`config.mk`:
```
export PLATFORM = sky130hd
export DESIGN_NAME = spi_dcp_regif
export DESIGN_NICKNAME = d
export VERILOG_FILES = /design/src/rtl/spi_dcp_pkg.sv /design/src/rtl/spi_dcp_ctrl.sv /design/src/rtl/spi_dcp_datapath.sv /design/src/rtl/spi_dcp_regif.sv
export SDC_FILE = /design/constraint.sdc
export NUM_CORES = 1
export LEC_CHECK = 0
export ABC_AREA = 1
export ABC_CLOCK_PERIOD_IN_PS = 6450
export BUFFER_PORTS_ARGS = -buffer_cell sky130_fd_sc_hd__buf_2
export CORE_UTILIZATION = 50
export CTS_CLUSTER_SIZE = 28
export DETAILED_ROUTE_END_ITERATION = 12
export PLACE_DENSITY = 0.69
export SLEW_MARGIN = 25
export SYNTH_ARGS = -nofsm -noshare
export SYNTH_HDL_FRONTEND = slang
export SYNTH_SLANG_ARGS = --single-unit
```
`constraint.sdc`:
```
create_clock -name clk -period 6.45 [get_ports clk]
set_input_delay 0 -clock clk [delete_from_list [all_inputs] [get_ports clk]]
set_output_delay 0 -clock clk [all_outputs]
set_load 0.02 [all_outputs]
```
`src/rtl/spi_dcp_pkg.sv`:
```
package spi_dcp_pkg;
  localparam int OP_W      = 3;
  localparam int ADDR_W    = 5;
  localparam int DATA_W    = 8;
  localparam int WORD_W    = OP_W + ADDR_W + DATA_W;
  localparam int NUM_WIPERS = 2;

  localparam logic [OP_W-1:0] OP_NOP     = 3'b000;
  localparam logic [OP_W-1:0] OP_RD_CTRL = 3'b001;
  localparam logic [OP_W-1:0] OP_WR_CTRL = 3'b011;
  localparam logic [OP_W-1:0] OP_RD_ADDR = 3'b100;
  localparam logic [OP_W-1:0] OP_WR_ADDR = 3'b110;
  localparam logic [OP_W-1:0] RESP_TAG   = 3'b111;

  localparam logic [ADDR_W-1:0] ADDR_CTRL = 5'h10;

  localparam int SHDN_BIT = 6;
  localparam int OD_BIT   = 1;
  localparam logic [DATA_W-1:0] CTRL_MASK  = 8'h42;
  localparam logic [DATA_W-1:0] CTRL_RESET = 8'h40;

  typedef struct packed {
    logic shiftEn;    // SCK rise inside a selected frame
    logic fallEn;     // SCK fall inside a selected frame
    logic startEn;    // select fell
    logic wordDone;   // this rise completes a 16-bit word
    logic execEn;     // select rose after at least one full word
    logic respAtEnd;  // commit happens off a word boundary
  } strobes_t;
endpackage

```
`src/rtl/spi_dcp_ctrl.sv`:
```
module spi_dcp_ctrl
  import spi_dcp_pkg::*;
#(
  parameter int SYNC_STAGES = 2
) (
  input  logic     clk,
  input  logic     rstN,
  input  logic     csN,
  input  logic     sck,
  input  logic     sdi,
  output strobes_t stb,
  output logic     sdiS,
  output logic     active
);
  localparam int CNT_W = $clog2(WORD_W);

  logic [SYNC_STAGES-1:0] csSync, sckSync, sdiSync;
  logic csPrev, sckPrev;
  logic armed, frameLong;
  logic [CNT_W-1:0] bitCnt;

  logic csLvl, sckLvl, csFall, csRise, sckRise, sckFall, lastBit;

  always_ff @(posedge clk) begin
    if (!rstN) begin
      csSync  <= '0;
      sckSync <= '0;
      sdiSync <= '0;
      csPrev  <= 1'b0;
      sckPrev <= 1'b0;
    end else begin
      csSync  <= {csSync[SYNC_STAGES-2:0], csN};
      sckSync <= {sckSync[SYNC_STAGES-2:0], sck};
      sdiSync <= {sdiSync[SYNC_STAGES-2:0], sdi};
      csPrev  <= csLvl;
      sckPrev <= sckLvl;
    end
  end

  assign csLvl   = csSync[SYNC_STAGES-1];
  assign sckLvl  = sckSync[SYNC_STAGES-1];
  assign sdiS    = sdiSync[SYNC_STAGES-1];
  assign csFall  = csPrev & ~csLvl;
  assign csRise  = ~csPrev & csLvl;
  assign active  = armed & ~csLvl;
  assign sckRise = active & sckLvl & ~sckPrev;
  assign sckFall = active & ~sckLvl & sckPrev;
  assign lastBit = (bitCnt == CNT_W'(WORD_W - 1));

  always_ff @(posedge clk) begin
    if (!rstN) begin
      armed     <= 1'b0;
      frameLong <= 1'b0;
      bitCnt    <= '0;
    end else begin
      if (csFall) begin
        armed     <= 1'b1;
        frameLong <= 1'b0;
        bitCnt    <= '0;
      end else if (sckRise) begin
        bitCnt <= lastBit ? '0 : bitCnt + 1'b1;
        if (lastBit) frameLong <= 1'b1;
      end
    end
  end

  always_comb begin
    stb.shiftEn   = sckRise;
    stb.fallEn    = sckFall;
    stb.startEn   = csFall;
    stb.wordDone  = sckRise & lastBit;
    stb.execEn    = csRise & armed & frameLong;
    stb.respAtEnd = csRise & armed & frameLong & (bitCnt != '0);
  end
endmodule

```
`src/rtl/spi_dcp_datapath.sv`:
```
module spi_dcp_datapath
  import spi_dcp_pkg::*;
#(
  parameter int WIPER_W = 7
) (
  input  logic                                clk,
  input  logic                                rstN,
  input  strobes_t                            stb,
  input  logic                                sdiS,
  output logic                                sdoBit,
  output logic [NUM_WIPERS-1:0][WIPER_W-1:0]  wiperQ,
  output logic [DATA_W-1:0]                   ctrlReg
);
  localparam logic [WIPER_W-1:0] MID = WIPER_W'(1) << (WIPER_W - 1);

  logic [WORD_W-1:0] rawWord, shiftReg, nextRaw, word, resp;
  logic [OP_W-1:0]   op;
  logic [ADDR_W-1:0] addr, effAddr;
  logic [DATA_W-1:0] data, readData;
  logic              readHit, writeHit, ctrlOp;

  assign nextRaw = {rawWord[WORD_W-2:0], sdiS};
  assign word    = stb.wordDone ? nextRaw : rawWord;
  assign op      = word[WORD_W-1 -: OP_W];
  assign addr    = word[DATA_W +: ADDR_W];
  assign data    = word[DATA_W-1:0];

  assign ctrlOp   = (op == OP_RD_CTRL) || (op == OP_WR_CTRL);
  assign effAddr  = ctrlOp ? ADDR_CTRL : addr;
  assign readHit  = (op == OP_RD_CTRL) || (op == OP_RD_ADDR);
  assign writeHit = (op == OP_WR_CTRL) || (op == OP_WR_ADDR);

  always_comb begin
    readData = '0;
    if (effAddr == ADDR_CTRL) readData = ctrlReg;
    for (int i = 0; i < NUM_WIPERS; i++)
      if (effAddr == ADDR_W'(i)) readData = DATA_W'(wiperQ[i]);
  end

  assign resp = {RESP_TAG, effAddr, readData};

  always_ff @(posedge clk) begin
    if (!rstN) begin
      rawWord  <= '0;
      shiftReg <= '0;
      sdoBit   <= 1'b0;
    end else begin
      if (stb.shiftEn) begin
        rawWord <= nextRaw;
        if (stb.wordDone && readHit) shiftReg <= resp;
        else                         shiftReg <= {shiftReg[WORD_W-2:0], sdiS};
      end else if (stb.respAtEnd && readHit) begin
        shiftReg <= resp;
      end
      if (stb.startEn || stb.fallEn) sdoBit <= shiftReg[WORD_W-1];
    end
  end

  always_ff @(posedge clk) begin
    if (!rstN) begin
      ctrlReg <= CTRL_RESET;
      for (int i = 0; i < NUM_WIPERS; i++) wiperQ[i] <= MID;
    end else if (stb.execEn && writeHit) begin
      if (effAddr == ADDR_CTRL) ctrlReg <= data & CTRL_MASK;
      for (int i = 0; i < NUM_WIPERS; i++)
        if (effAddr == ADDR_W'(i)) wiperQ[i] <= data[WIPER_W-1:0];
    end
  end
endmodule

```
`src/rtl/spi_dcp_regif.sv`:
```
module spi_dcp_regif
  import spi_dcp_pkg::*;
#(
  parameter int WIPER_W     = 7,
  parameter int SYNC_STAGES = 2
) (
  input  logic               clk,
  input  logic               rstN,
  input  logic               csN,
  input  logic               sck,
  input  logic               sdi,
  output logic               sdo,
  output logic               sdoOe,
  output logic               sdoOpenDrain,
  output logic               shutdownN,
  output logic [WIPER_W-1:0] wiper0,
  output logic [WIPER_W-1:0] wiper1,
  output logic [DATA_W-1:0]  ctrlOut
);
  strobes_t stb;
  logic sdiS, active, sdoBit;
  logic [NUM_WIPERS-1:0][WIPER_W-1:0] wiperQ;
  logic [DATA_W-1:0] ctrlReg;

  spi_dcp_ctrl #(.SYNC_STAGES(SYNC_STAGES)) i_ctrl (
    .clk(clk), .rstN(rstN), .csN(csN), .sck(sck), .sdi(sdi),
    .stb(stb), .sdiS(sdiS), .active(active)
  );

  spi_dcp_datapath #(.WIPER_W(WIPER_W)) i_dp (
    .clk(clk), .rstN(rstN), .stb(stb), .sdiS(sdiS),
    .sdoBit(sdoBit), .wiperQ(wiperQ), .ctrlReg(ctrlReg)
  );

  assign sdo          = sdoBit;
  assign sdoOpenDrain = ctrlReg[OD_BIT];
  assign sdoOe        = active & (~ctrlReg[OD_BIT] | ~sdoBit);
  assign shutdownN    = ctrlReg[SHDN_BIT];
  assign wiper0       = wiperQ[0];
  assign wiper1       = wiperQ[1];
  assign ctrlOut      = ctrlReg;
endmodule

```
Word-level counts from Yosys, hierarchy flattened
Index checks and enable logic that the tools add are counted.
{"block": "word_totals", "register_bits": 63, "input_bits": 5, "output_inout_bits": 26, "wordCells": 66}
{"block": "classes", "n_addsub": 1, "n_eq_ne": 7, "muxes": 9, "n_bitwise": 20, "n_reduce_logical": 15}
{"operator": "2-to-1 mux 16 bit", "count": 4}
{"operator": "2-to-1 mux 8 bit", "count": 2}
{"operator": "AND 1 bit", "count": 12}
{"operator": "AND reduction 2 bit", "count": 4}
{"operator": "2-to-1 mux 7 bit", "count": 1}
{"operator": "inverter 1 bit", "count": 7}
{"operator": "== test 3 bit (second input constant)", "count": 2}
{"operator": "== test 5 x 1 -> 1 bit (second input constant)", "count": 1}
{"operator": "== test 5 bit (second input constant)", "count": 1}
{"operator": "logical NOT 5 bit", "count": 1}
{"operator": "2-to-1 mux 5 bit", "count": 1}
{"operator": "adder 4 x 1 -> 4 bit (second input constant)", "count": 1}
{"operator": "== test 4 bit (second input constant)", "count": 1}
{"operator": "logical OR 1 bit", "count": 4}
{"operator": "2-to-1 mux 4 bit", "count": 1}
{"operator": "nonzero test 4 bit", "count": 1}
{"operator": "== test 3 x 1 -> 1 bit (second input constant)", "count": 1}
{"operator": "== test 3 x 2 -> 1 bit (second input constant)", "count": 1}
{"operator": "logical AND 1 bit", "count": 3}
{"operator": "nonzero test 2 bit", "count": 1}
{"operator": "OR reduction 2 bit", "count": 1}
{"operator": "bitwise OR 1 bit", "count": 1}

Logic depth before layout (Yosys ltp)
{"block": "logic_depth", "depth_word": 15, "depth_mapped": 15, "depth_no_buf": 15}

Hierarchy
Synthesis repeated with hierarchy kept, for this count alone.
{"block": "unflattened", "cells_unflattened": 415, "area_unflattened_um2": 2966.6}
{"module": "spi_dcp_datapath", "n_inst": 1, "cells_each": 330, "area_per_inst_um2": 2323.5, "seq_area_each_um2": 980.9}
{"module": "spi_dcp_ctrl", "n_inst": 1, "cells_each": 81, "area_per_inst_um2": 615.6, "seq_area_each_um2": 280.3}
{"module": "spi_dcp_regif", "n_inst": 1, "cells_each": 4, "area_per_inst_um2": 27.5, "seq_area_each_um2": 0.0}

Least setup slack after synthesis
No wires, ideal clock.
{"block": "synth_timing", "path_kind": "reg-to-reg", "startpoint": "reg i_ctrl.bitCnt[0]", "endpoint": "reg i_dp.wiperQ[6] in the netlist's numbering", "setup_time_ns": 0.130, "arrival_time_ns": 1.903, "required_ns": 6.320, "setup_slack_ns": 4.417, "stages_incl_launch_ff": 16, "path_buffers": 1, "synth_period_minus_slack_ns": 2.033, "cell_sequence": "dfxtp_1 -> ha_1 -> nand2_1 -> nor2_4 -> nand3_2 -> buf_6 -> nand2_2 -> nand2_2 -> o21ai_4 -> nand2_2 -> inv_2 -> nand2_4 -> nor2_8 -> inv_4 -> nand2_1 -> nand3_1"}
{"block": "synth_between", "elab_chain_cells": 8, "word_cells_on_any_way": 12, "classes_between": "4 x eq/ne; 2 x mux; 1 x bitwise; 5 x reduce/logical"}
{"item": "start: declaration", "line": "spi_dcp_ctrl.sv:20", "source": "logic [CNT_W-1:0] bitCnt;"}
{"item": "start signal: assignment", "line": "spi_dcp_ctrl.sv:61", "source": "bitCnt <= lastBit ? '0 : bitCnt + 1'b1;"}
{"item": "== test 4 bit (*)", "line": "spi_dcp_ctrl.sv:48", "source": "assign lastBit = (bitCnt == CNT_W'(WORD_W - 1));"}
{"item": "AND 1 bit (*)", "line": "spi_dcp_ctrl.sv:71", "source": "stb.wordDone = sckRise & lastBit;"}
{"item": "2-to-1 mux 16 bit (*)", "line": "spi_dcp_datapath.sv:23", "source": "assign word = stb.wordDone ? nextRaw : rawWord;"}
{"item": "== test 3 x 1 -> 1 bit or == test 3 x 2 -> 1 bit (tied branches)", "line": "spi_dcp_datapath.sv:28, spi_dcp_datapath.sv:31"}
{"item": "logical OR 1 bit", "line": "spi_dcp_datapath.sv:28", "source": "assign ctrlOp = (op == OP_RD_CTRL) || (op == OP_WR_CTRL);"}
{"item": "2-to-1 mux 5 bit", "line": "spi_dcp_datapath.sv:29", "source": "assign effAddr = ctrlOp ? ADDR_CTRL : addr;"}
{"item": "logical NOT 5 bit", "line": "spi_dcp_datapath.sv:66", "source": "if (effAddr == ADDR_W'(i)) wiperQ[i] <= data[WIPER_W-1:0];"}
{"item": "AND reduction 2 bit (no line)"}
{"item": "end signal: indexed assignment", "line": "spi_dcp_datapath.sv:66"}
{"item": "end: declaration", "line": "spi_dcp_datapath.sv:11", "source": "output logic [NUM_WIPERS-1:0][WIPER_W-1:0] wiperQ,"}
Mark *: on every way between the ends. The rest lies on a longest branch, timed or not.
A chain may end at the register's enable or synchronous reset.

Worst setup path in the final report
{"block": "layout_timing", "startpoint": "reg i_ctrl.bitCnt[0]", "endpoint": "reg i_dp.shiftReg[3]"}
{"block": "layout_between", "elab_chain_cells": 11, "word_cells_on_any_way": 21, "classes_between": "5 x eq/ne; 7 x mux; 2 x bitwise; 7 x reduce/logical"}
{"item": "== test 4 bit", "line": "spi_dcp_ctrl.sv:48"}
{"item": "AND 1 bit", "line": "spi_dcp_ctrl.sv:71"}
{"item": "2-to-1 mux 16 bit", "line": "spi_dcp_datapath.sv:23"}
{"item": "== test 3 x 1 -> 1 bit or == test 3 x 2 -> 1 bit (tied branches)", "line": "spi_dcp_datapath.sv:28, spi_dcp_datapath.sv:30"}
{"item": "logical OR 1 bit", "line": "spi_dcp_datapath.sv:28"}
{"item": "2-to-1 mux 5 bit", "line": "spi_dcp_datapath.sv:29"}
{"item": "logical NOT 5 bit", "line": "spi_dcp_datapath.sv:37", "source": "if (effAddr == ADDR_W'(i)) readData = DATA_W'(wiperQ[i]);"}
{"item": "2-to-1 mux 8 bit (2 in a row)", "line": "spi_dcp_datapath.sv:37"}
{"item": "2-to-1 mux 16 bit (on tied branches)", "line": "spi_dcp_datapath.sv:52, spi_dcp_datapath.sv:50"}
{"item": "2-to-1 mux 16 bit", "line": "spi_dcp_datapath.sv:48", "source": "if (stb.shiftEn) begin"}
{"item": "end signal: assignment", "line": "spi_dcp_datapath.sv:50", "source": "if (stb.wordDone && readHit) shiftReg <= resp;"}
{"item": "end signal: assignment", "line": "spi_dcp_datapath.sv:51", "source": "else shiftReg <= {shiftReg[WORD_W-2:0], sdiS};"}
{"item": "end signal: assignment", "line": "spi_dcp_datapath.sv:53", "source": "shiftReg <= resp;"}
{"item": "end: declaration", "line": "spi_dcp_datapath.sv:16", "source": "logic [WORD_W-1:0] rawWord, shiftReg, nextRaw, word, resp;"}
Parallel ways exist; a longest one is shown, timed or not. The select of a mux whose other input is x is not followed.

==> metrics <==
status complete, no violations; Core Region between 5000 and 6000 um^2; final instance area between 3000 and 4000 um^2; dominant delay contributor by cell family on the critical path simple AND/OR/NAND/NOR gates; number of core rows 27; total power draw around 790 uW; number of antenna violations at the first check in global routing 0; footprint of the multi-input gates 1440 um^2; global router's overall resource usage 0.219; sequential-to-total area share from yosys stat 0.423; FF+latch count, synth 63; kind of end point of the critical path register; post-synthesis instance area approximately 3000 um^2; area of placed instances about 3000 um^2; number of I/O pins 31; Final Instance Count excl. Fillers around 500; number of buffers inserted during clock tree synthesis 9; first-pass GRT wire length around 11000 um; Vias between 2000 and 2500; placed wire-length estimate after detailed placement between 4000 and 5000 um; DRC marker count from the first detailed-route iteration 136; tightest slew margin relative to the limit 0.448; number of buffers on the longest clock path 2; Setup Skew between 0.008 and 0.009 ns; DR pass1 iterations 4; CTS tree done; final setup violation count 0; number of flops mapped to enable cells by yosys 0; count of inserted antenna diode cells 0; overall overflow remaining after global route 0; P per Cell Area between 200 and 250 nW/um^2; most frequently used flop master after synthesis dfxtp_1; clock-pin slew on the worst setup and hold paths 0.07 ns; share of total power in the clock network 0.468; asr flop ratio synth 0; worst hold margin 0.260 ns; TritonCTS sink count 63; slowest stage cell on the critical path dfxtp_1; buffer and inverter count on the worst path 1; Register Area 1260 um^2; worst slack at placement roughly 3.8 ns; CP required between 6 and 7 ns; static leakage power approximately 1.4 nW; final critical-path share of the clock period 0.408; most common library cell in the layout ignoring fill and taps nand2_1; Die Y-Extent between 70 and 80 um; portion of total power attributed to sequential cells 0.498; Fin Setup TNS 0 ns; PortBufs 24; largest fanout of any net on the critical path 22; routed wirelength normalized by instance count 12.8 um; wire length after detailed routing approximately 6300 um; post-CTS setup buffers 0; starting utilization of the core area 0.528; fraction of layout cells with a size suffix above 1 0.197; detail-routed via count per cell just over 5; delay of the slowest critical-path stage roughly 0.36 ns; maximum number of pins on one net before global-route repair 52; Worst Max-Slew Pin Slew roughly 0.83 ns; library cell appearing most often on the critical path nand2_2; hold violation count in the final report 0; most frequent cells in the layout nand2_1 (72), dfxtp_1 (63), inv_1 (37), nor2_1 (37), a21oi_1 (32); largest voltage drop on the vdd net between 0.0001 and 0.00015 V; count of mapped cells out of synthesis between 300 and 400; Achievable Freq ~380 MHz; syn_area_per_cell around 7.5 um^2; sequence of cells on the critical path ha_1 > nand2_1 > nor2_4 > nand3_2 > nand2_1 > nand2_2 > inv_1 > nand2_1 > nand2_2 > nand3_1 > nand2_2 > nand2_2 > nor3_1 > nor2_1; total internal power between 600 and 700 uW; Net count, final about 420; final-layout fill cell count about 520; final setup margin roughly 3.8 ns; critical path arrival around 2.9 ns; die extent in x 79.2 um; Max-Cap Viols 0; Clk Latency, worst-skew pair 0.33 ns; die area between 6000 and 7000 um^2; Sw Share 0.212; Inst Count DP 475; growth of design area from synthesis to finish 11.5%; antenna violation net count after detailed routing 0; post-cts sizing count 0; Tmin final between 2 and 3 ns; GP Congestion a little under 0.8; worst min path class in -> reg; via count of the first global-routing pass approximately 2200; count of H-tree levels built during CTS 3; distinct cell type count of the synthesized netlist 39; net switching power figure 168 uW; unrepaired setup endpoints after global routing false; Setup Crit Path Kind reg -> reg; clock tree root driver cell clkbuf_8; Final Core Density 0.589; proportion of power drawn by combinational gates 0.035; Setup crit start kind register; Yosys warning total 0; Final Slew Violations 0; total DRC errors in the routed layout 0
-- logic make-up after synthesis --
family                     synth area share
buffers and inverters                 0.102
and+or+nand+nor                       0.283
adders and majority gates           0.00839
DFF                                   0.423
AOI/OAI and AO/OA                     0.183
other                               0.00126
-- worst register-to-register path, cell delays in order (launching register included) --
cell and delay, ns:
dfxtp_1 0.36, ha_1 0.22, nand2_1 0.11, nor2_4 0.14, nand3_2 0.33, nand2_1 0.18, nand2_2 0.10, inv_1 0.06
nand2_1 0.05, nand2_2 0.10, nand3_1 0.09, nand2_2 0.28, nand2_2 0.15, nor3_1 0.26, nor2_1 0.08
-- area by class of cell --
class,instances,area share
repair buffers,28,0.0474
well taps,72,0.0271
clock buffers,11,0.0425
inverters,44,0.0504
clock inverters,4,0.0211
multi-input cells,271,0.432
flip-flops and latches,63,0.379
-- cell usage after synthesis, types with 3 or more instances --
| library cell | count | area share |
|---|---|---|
| clkbuf_1 | 10 | 0.013 |
| o21ai_0 | 25 | 0.042 |
| dfxtp_1 | 63 | 0.42 |
| a21oi_1 | 32 | 0.054 |
| nand3_1 | 20 | 0.034 |
| nand4_1 | 5 | 0.010 |
| inv_2 | 5 | 0.0063 |
| o21ai_2 | 3 | 0.0088 |
| nor2_4 | 5 | 0.019 |
| o211ai_1 | 3 | 0.0076 |
| nor3_1 | 5 | 0.0084 |
| inv_1 | 37 | 0.047 |
| o21ai_1 | 13 | 0.022 |
| o221ai_1 | 5 | 0.015 |
| nand2_1 | 72 | 0.091 |
| nor2_1 | 37 | 0.047 |
| nand2_4 | 4 | 0.015 |
| buf_4 | 10 | 0.025 |
| nor2_2 | 7 | 0.015 |
| nand2_2 | 10 | 0.021 |
-- routing by layer --
layer / wire length (um) / global-route usage / up-vias
met1: 3170 / 0.302 / 1099
li1: - / - / 1332
met2: 2770 / 0.333 / 55
met5: 0 / 0 / -
met4: 89 / 0.0964 / 0
met3: 314 / 0.0402 / 11
-- power by group through the flow --
stage	logic, mW	registers, mW	clock network [mW]
global route	0.0308	0.395	0.393
floorplan	0.0233	0.403	0
CTS	0.0275	0.395	0.376
global placement	0.0259	0.404	0
detailed placement	0.0261	0.404	0
finish	0.0274	0.395	0.371
-- repair_timing --
action	4_1_cts	5_1_grt
setup endpoints to repair	0	0
hold endpoints to repair	3	0
hold buffers	3	0
-- worst paths after layout --
check	start	endpoint	slack [ns]	depth (start not counted)
min	rstN	i_ctrl.csSync[1]	0.26	3
max	i_ctrl.bitCnt[0]	i_dp.shiftReg[3]	3.82	14
min reg2reg	i_ctrl.sckSync[0]	i_ctrl.sckSync[1]	0.41	2
max reg2reg	i_ctrl.bitCnt[0]	i_dp.shiftReg[3]	3.82	14
-- flip-flops by register name, indices dropped and copies added, names as in the netlist --
register	count
i_ctrl.armed	1
i_ctrl.bitCnt	4
i_ctrl.csPrev	1
i_ctrl.csSync	2
i_ctrl.frameLong	1
i_ctrl.sckPrev	1
i_ctrl.sckSync	2
i_ctrl.sdiSync	2
i_dp.ctrlReg	2
i_dp.rawWord	16
i_dp.sdoBit	1
i_dp.shiftReg	16
i_dp.wiperQ	14
(Power assumes the default switching activity.)
